--- config.mk ---
export PLATFORM = sky130hd
export DESIGN_NAME = frac_tick_div
export DESIGN_NICKNAME = d
export VERILOG_FILES = /design/src/rtl/frac_tick_div_pkg.sv /design/src/rtl/frac_tick_div_cfg.sv /design/src/rtl/frac_tick_div_acc.sv /design/src/rtl/frac_tick_div_cnt.sv /design/src/rtl/frac_tick_div.sv
export SDC_FILE = /design/constraint.sdc
export NUM_CORES = 1
export LEC_CHECK = 0
export BUFFER_PORTS_ARGS = -buffer_cell sky130_fd_sc_hd__buf_2
export CAP_MARGIN = 40
export CORE_MARGIN = 1
export CORE_UTILIZATION = 45
export DETAILED_ROUTE_END_ITERATION = 6
export PLACE_DENSITY = 0.68
export SKIP_LAST_GASP = 1
export SYNTH_ARGS = -nofsm -noshare
export SYNTH_HDL_FRONTEND = slang
export SYNTH_SLANG_ARGS = --single-unit
--- constraint.sdc ---
create_clock -name clk -period 3.9 [get_ports clk]
set_clock_uncertainty 0.2 [all_clocks]
set_input_delay 0.975 -clock clk [delete_from_list [all_inputs] [get_ports clk]]
set_output_delay 0.975 -clock clk [all_outputs]
set_load 0.05 [all_outputs]
--- src/rtl/frac_tick_div_pkg.sv ---
// Package: shared defaults and the per-cycle action code that the interval
// counter broadcasts to the divisor holder and the phase accumulator.
// Assumes every module in the divider is compiled after this package.
package frac_tick_div_pkg;

    localparam int DEF_INT_W  = 10;
    localparam int DEF_FRAC_W = 8;

    // What the divider does at the coming clock edge.
    typedef enum logic [1:0] {
        STEP_IDLE  = 2'd0,  // run low: clear count and phase, take any pending divisor
        STEP_COUNT = 2'd1,  // inside an interval: advance the count
        STEP_WRAP  = 2'd2   // last cycle of an interval: emit tick, start the next one
    } step_e;

endpackage

--- src/rtl/frac_tick_div_cfg.sv ---
// Module: divisor holder.
// Keeps a pending divisor written by the load strobe and an active divisor
// used by the counter. The active copy changes only at an interval boundary
// or while idle. An integer part of zero is stored as one.
// Assumes the step code comes from the interval counter of the same divider.
module frac_tick_div_cfg
    import frac_tick_div_pkg::*;
#(
    parameter int INT_W  = DEF_INT_W,
    parameter int FRAC_W = DEF_FRAC_W,
    localparam int CFG_W = INT_W + FRAC_W
) (
    input  logic              clk,
    input  logic              rst_n,
    input  logic [CFG_W-1:0]  cfg_word,
    input  logic              cfg_load,
    input  step_e             step,
    output logic [INT_W-1:0]  int_eff,
    output logic [FRAC_W-1:0] frac_act,
    output logic [FRAC_W-1:0] frac_next
);

    logic [INT_W-1:0]  pend_int;
    logic [FRAC_W-1:0] pend_frac;
    logic              pend_v;
    logic [INT_W-1:0]  word_int;
    logic              apply;

    // Split the incoming word and map an integer part of zero to one.
    always_comb begin
        word_int = cfg_word[CFG_W-1:FRAC_W];
        if (word_int == '0) begin
            word_int = INT_W'(1);
        end
    end

    // Swap in the pending divisor when an interval ends or the divider is idle.
    assign apply     = (step != STEP_COUNT);
    assign frac_next = pend_v ? pend_frac : frac_act;

    // Capture a newly written divisor into the pending slot.
    always_ff @(posedge clk) begin
        if (!rst_n) begin
            pend_int  <= INT_W'(1);
            pend_frac <= '0;
            pend_v    <= 1'b0;
        end else if (cfg_load) begin
            pend_int  <= word_int;
            pend_frac <= cfg_word[FRAC_W-1:0];
            pend_v    <= 1'b1;
        end else if (apply) begin
            pend_v    <= 1'b0;
        end
    end

    // Update the active divisor only at a safe point.
    always_ff @(posedge clk) begin
        if (!rst_n) begin
            int_eff  <= INT_W'(1);
            frac_act <= '0;
        end else if (apply && pend_v) begin
            int_eff  <= pend_int;
            frac_act <= pend_frac;
        end
    end

    a_r8_hold_midrun: assert property (@(posedge clk) disable iff (!rst_n)
        (step == STEP_COUNT) |=> ($stable(int_eff) && $stable(frac_act)));

    a_r2_int_nonzero: assert property (@(posedge clk) disable iff (!rst_n)
        int_eff != '0);

endmodule

--- src/rtl/frac_tick_div_acc.sv ---
// Module: phase accumulator.
// Adds the fraction once per interval, at the interval's start. A carry out
// of that addition marks the interval that is starting as one cycle longer.
// The phase is cleared while the divider is idle, so the first interval of a
// run is never long.
// Assumes frac_next is the fraction that governs the interval being started.
module frac_tick_div_acc
    import frac_tick_div_pkg::*;
#(
    parameter int FRAC_W = DEF_FRAC_W
) (
    input  logic              clk,
    input  logic              rst_n,
    input  step_e             step,
    input  logic [FRAC_W-1:0] frac_next,
    output logic              long_q
);

    logic [FRAC_W-1:0] phase;
    logic [FRAC_W:0]   sum;

    // Add the fraction to the phase; the top bit is the carry out.
    assign sum = {1'b0, phase} + {1'b0, frac_next};

    // Advance the phase at each boundary; restart from zero plus B while idle.
    always_ff @(posedge clk) begin
        if (!rst_n) begin
            phase  <= '0;
            long_q <= 1'b0;
        end else begin
            unique case (step)
                STEP_IDLE: begin
                    phase  <= frac_next;
                    long_q <= 1'b0;
                end
                STEP_WRAP: begin
                    phase  <= sum[FRAC_W-1:0];
                    long_q <= sum[FRAC_W];
                end
                default: begin
                    phase  <= phase;
                    long_q <= long_q;
                end
            endcase
        end
    end

    a_r6_idle_short: assert property (@(posedge clk) disable iff (!rst_n)
        (step == STEP_IDLE) |=> !long_q);

endmodule

--- src/rtl/frac_tick_div_cnt.sv ---
// Module: interval counter.
// Counts input cycles from 1 up to the current interval length, which is the
// integer part plus one when the interval is long. It raises tick for one
// cycle after the last count and then starts again at 1. It publishes the
// step code that the other parts follow.
// Assumes the length inputs change only at a boundary or while idle.
module frac_tick_div_cnt
    import frac_tick_div_pkg::*;
#(
    parameter int INT_W = DEF_INT_W,
    localparam int CNT_W = INT_W + 1
) (
    input  logic             clk,
    input  logic             rst_n,
    input  logic             run,
    input  logic [INT_W-1:0] int_eff,
    input  logic             long_in,
    output step_e            step,
    output logic             tick
);

    logic [CNT_W-1:0] cnt;
    logic [CNT_W-1:0] len;

    // Interval length in input cycles.
    assign len = {1'b0, int_eff} + CNT_W'(long_in);

    // Decide what happens at the coming edge.
    always_comb begin
        if (!run) begin
            step = STEP_IDLE;
        end else if (cnt >= len) begin
            step = STEP_WRAP;
        end else begin
            step = STEP_COUNT;
        end
    end

    // Advance the count and register the tick pulse.
    always_ff @(posedge clk) begin
        if (!rst_n) begin
            cnt  <= CNT_W'(1);
            tick <= 1'b0;
        end else begin
            unique case (step)
                STEP_WRAP: begin
                    cnt  <= CNT_W'(1);
                    tick <= 1'b1;
                end
                STEP_COUNT: begin
                    cnt  <= cnt + CNT_W'(1);
                    tick <= 1'b0;
                end
                default: begin
                    cnt  <= CNT_W'(1);
                    tick <= 1'b0;
                end
            endcase
        end
    end

    a_r8_no_overrun: assert property (@(posedge clk) disable iff (!rst_n)
        (cnt >= CNT_W'(1)) && (cnt <= len));

    a_r7_idle_quiet: assert property (@(posedge clk) disable iff (!rst_n)
        !run |=> !tick);

endmodule

--- src/rtl/frac_tick_div.sv ---
// Module: fractional clock-enable divider, top level.
// Joins the divisor holder, the phase accumulator and the interval counter.
// The output tick marks the end of each interval, whose average length is
// A + B/256 input cycles.
// Assumes cfg_load and run are synchronous to clk.
module frac_tick_div
    import frac_tick_div_pkg::*;
#(
    parameter int INT_W  = DEF_INT_W,
    parameter int FRAC_W = DEF_FRAC_W,
    localparam int CFG_W = INT_W + FRAC_W
) (
    input  logic             clk,
    input  logic             rst_n,
    input  logic [CFG_W-1:0] div_cfg,
    input  logic             cfg_load,
    input  logic             run,
    output logic             tick
);

    step_e             step;
    logic [INT_W-1:0]  int_eff;
    logic [FRAC_W-1:0] frac_act;
    logic [FRAC_W-1:0] frac_next;
    logic              long_q;

    frac_tick_div_cfg #(.INT_W(INT_W), .FRAC_W(FRAC_W)) cfg_i (
        .clk      (clk),
        .rst_n    (rst_n),
        .cfg_word (div_cfg),
        .cfg_load (cfg_load),
        .step     (step),
        .int_eff  (int_eff),
        .frac_act (frac_act),
        .frac_next(frac_next)
    );

    frac_tick_div_acc #(.FRAC_W(FRAC_W)) acc_i (
        .clk      (clk),
        .rst_n    (rst_n),
        .step     (step),
        .frac_next(frac_next),
        .long_q   (long_q)
    );

    frac_tick_div_cnt #(.INT_W(INT_W)) cnt_i (
        .clk    (clk),
        .rst_n  (rst_n),
        .run    (run),
        .int_eff(int_eff),
        .long_in(long_q),
        .step   (step),
        .tick   (tick)
    );

    a_r3_long_needs_frac: assert property (@(posedge clk) disable iff (!rst_n)
        long_q |-> (frac_act != '0));

endmodule

==> impl_results.md <==
* Final Cell Area at 3505 sq um
* CP max stage delay at 0.34 ns
* Worst Path Max Fanout at 18
* Slew Viols, Final at 0
* Final setup TNS at 0 ns
* Area contributors post-synth: dfxtp_1 (37%), mux2i_1 (11%), ha_1 (8.7%)
* Detail Route Antenna Nets at 0
* Hold_buf cts at 0
* Finish-stage setup viols at 0
* Hold WS at roughly 0.26 ns
* Mapped Area at around 3200 sq um
* Resize count post-CTS at 0
* Input/output buffers at 22
* Unrepaired setup endpoints after global routing: no
* Worst path arrival time at 3.22 ns
* Routed vias at approximately 2400
* Antenna cells at 0
* Row count at 30
* Iteration-0 DRC count of the detailed router at 118
* Buf/Inv on CP at 1
* Fraction of the cycle the final worst path needs at 81.18%
* Power Dens Cells at about 420 nW/um^2
* Status: completed
* Nets at between 400 and 500
* Kind of critical path: flip-flop to flip-flop
* Worst-path clk slew at 0.06 ns
* Critical path's most frequent cell: ha_1
* Clk sinks at 58
* CTS H-Tree Depth at 3
* Antenna violations before repair at 0
* Core Area at 6794 sq um
* Maxcap violations at 0
* Sw Ratio at between 20 and 30%
* CTS tree: built
* Largest net degree at the start of global routing at 34
* Post-CTS Setup Repair Bufs at 0
* Full die area at between 7000 and 8000 sq um
* Synthesized instance count at 346
* Total track usage at 19.01%
* Synth area leader: dfxtp_1
* Worst Setup End Kind: flip-flop
* Max rail drop VDD at 235.8 uV
* Critical Path Start Type: flip-flop
* Async set or reset register ratio after synthesis at 0%
* Die width at 85.74 um
* Worst-Skew Late Latency at 0.33 ns
* Area share of the leading cell type in the synthesized netlist at 36.80%
* Initial core utilization at a little under half
* Leak at 1.395 nW
* Routed wire length at 6.385 mm
* Routability cong. at roughly 0.81
* Delay-heaviest family, CP: simple AND/OR/NAND/NOR gates
* Relative slew slack at ~62%
* Worst EP required at 3.96 ns
* F_max at between 0.3 and 0.4 GHz
* Vias in the first global route at about 2500
* Switch Pwr at 0.4234 mW
* Placed wire-length estimate at between 4 and 5 mm
* Part of the power in combinational logic at 19.0%
* Synth Warn # at 0
* Root Buffer: clkbuf_8
* Seq/Total Area, Yosys at 36.80%
* Die Span Y at 85.74 um
* Slew @ Worst Pin at ~0.57 ns
* Area post-placement at 3319 sq um
* Post-Syn Area per Cell at between 9 and 10 sq um
* Layout cells sized above 1 at 14.36%
* Predominant post-synthesis flop cell: dfxtp_1
* Finished Core Util at 51.58%
* DR pass1 iterations at 4
* Area grow syn2layout at 11.06%
* Post-route minimum period at between 3 and 4 ns
* Hold crit path type: flip-flop to flip-flop
* CTS max path bufs at 2
* Mapped Nets at 391
* Seq cells post-synth at 58
* Placed insts at between 400 and 500
* First-pass GRT wire length at 11.01 mm
* Vias per inst at around 5.2
* Pint at 1.054 mW
* Grt total ovfl at 0
* DRC at 0
* # IOs at 23
* Number of synthesized flops with an enable pin at 0
* Part of the power in registers at 44.3%
* Cell variety after synth at 47
* Average wire per cell in the routed design at 13.73 um
* Non-Filler Instances at 465
* Clk network pwr share at 36.7%
* CP max-delay cell: dfxtp_1
* Num CTS Buffers at 9
* Count of final hold-check violations at 0
* Cell Chain, Critical Path: ha_1 -> ha_1 -> nand2_1 -> nor2_1 -> nand3_1 -> xor2_1 -> ha_1 -> nand4_1 -> nor2_2 -> o221ai_4 -> a31oi_2 -> buf_4 -> mux2i_1
==> registers in the layout, indices dropped and copies added (netlist names) <==
signal and cells:
cnt_i.cnt 11, cfg_i.int_eff 10, cfg_i.pend_frac 8, cfg_i.pend_int 10
cfg_i.pend_v 1, cfg_i.frac_act 8, acc_i.phase 8, cnt_i.tick 1
acc_i.long_q 1
==> through the flow <==
step                power (mW)  setup slack [ns]
floorplan               0.8831             1.034
global placement        0.9365            0.8641
detailed placement      0.9468            0.7345
CTS                      1.489            0.7141
global route             1.549            0.4089
finish                   1.477            0.7340
==> synth_stat cells (3+ instances only) <==
master     n
mux2_2     7
nand3_1   20
nand4_1    3
a21oi_1    7
xor2_1    13
inv_1      6
nor3_1     6
o21ai_0   13
nand2b_1   4
dfxtp_1   58
ha_1      22
clkbuf_1  12
and3_1     4
nor2b_1   20
xnor2_1    7
nand2_1   44
o31ai_1    4
mux2i_1   36
nor2_1    22
a31oi_1    5
==> worst paths after layout <==
kind | end | cells after the start | slack, ns | from
max reg2reg | cfg_i.int_eff[8] | 13 | 0.73 | cfg_i.int_eff[0]
min | cfg_i.frac_act[2] | 2 | 0.26 | cfg_i.frac_act[2]
max | cfg_i.int_eff[8] | 13 | 0.73 | cfg_i.int_eff[0]
min reg2reg | cfg_i.frac_act[2] | 2 | 0.26 | cfg_i.frac_act[2]
==> routing by layer <==
metal  wire (um)  track usage (%)
met3         279            4.235
met1        2879            22.80
met4         198            10.45
met2        3028            31.64
met5           0                0
==> layout make-up <==
type	count	area, sq um
inverter	6	22.52
multi-input combinational	266	1891
fill	629	3289
clock inverter	3	40.04
clock buffer	12	145.1
tap	96	120.1
sequential	58	1161
timing repair buffer	24	125.1
==> cells by family (layout without fill, tap and decap cells) <==
kind of cell    after synthesis  after routing  synth area share (%)
fa+ha+maj                    23             23                 9.358
flops                        58             58                 36.80
compound gates               48             48                 10.71
buf+inv                      22             45                 3.291
simple gates                132            132                 20.38
mux                          43             43                 13.92
xor+xnor                     20             20                 5.551
==> cell usage in the layout (no fill, tap or decap), types with 3 or more instances in the layout <==
cell type and count:
nor2_1 22, xor2_1 13, nand4_1 3, nor2b_1 20, inv_1 6, mux2i_1 36, nor3_1 6, nand2b_1 4
a21oi_1 7, o21ai_0 13, clkbuf_8 10, dfxtp_1 58, buf_2 22, nand3_1 20, ha_1 22, o31ai_1 4
xnor2_1 7, and3_1 4, mux2_2 7, a31oi_1 5, nand2_1 44
==> worst register-to-register path: stages, from the launching register on <==
cell      delay (ns)
dfxtp_1         0.34
ha_1            0.17
ha_1            0.20
nand2_1         0.07
nor2_1          0.19
nand3_1         0.12
xor2_1          0.16
ha_1            0.31
nand4_1         0.15
nor2_2          0.21
o221ai_4        0.20
a31oi_2         0.21
buf_4           0.32
mux2i_1         0.25
==> power groups by stage <==
stage | Clock [mW] | Combinational [mW] | Sequential (mW)
CTS | 0.553 | 0.281 | 0.654
global route | 0.578 | 0.312 | 0.659
finish | 0.542 | 0.281 | 0.654
floorplan | 0 | 0.220 | 0.663
global placement | 0 | 0.270 | 0.666
detailed placement | 0 | 0.280 | 0.667
Note: power is estimated with default switching activity, not from simulation.
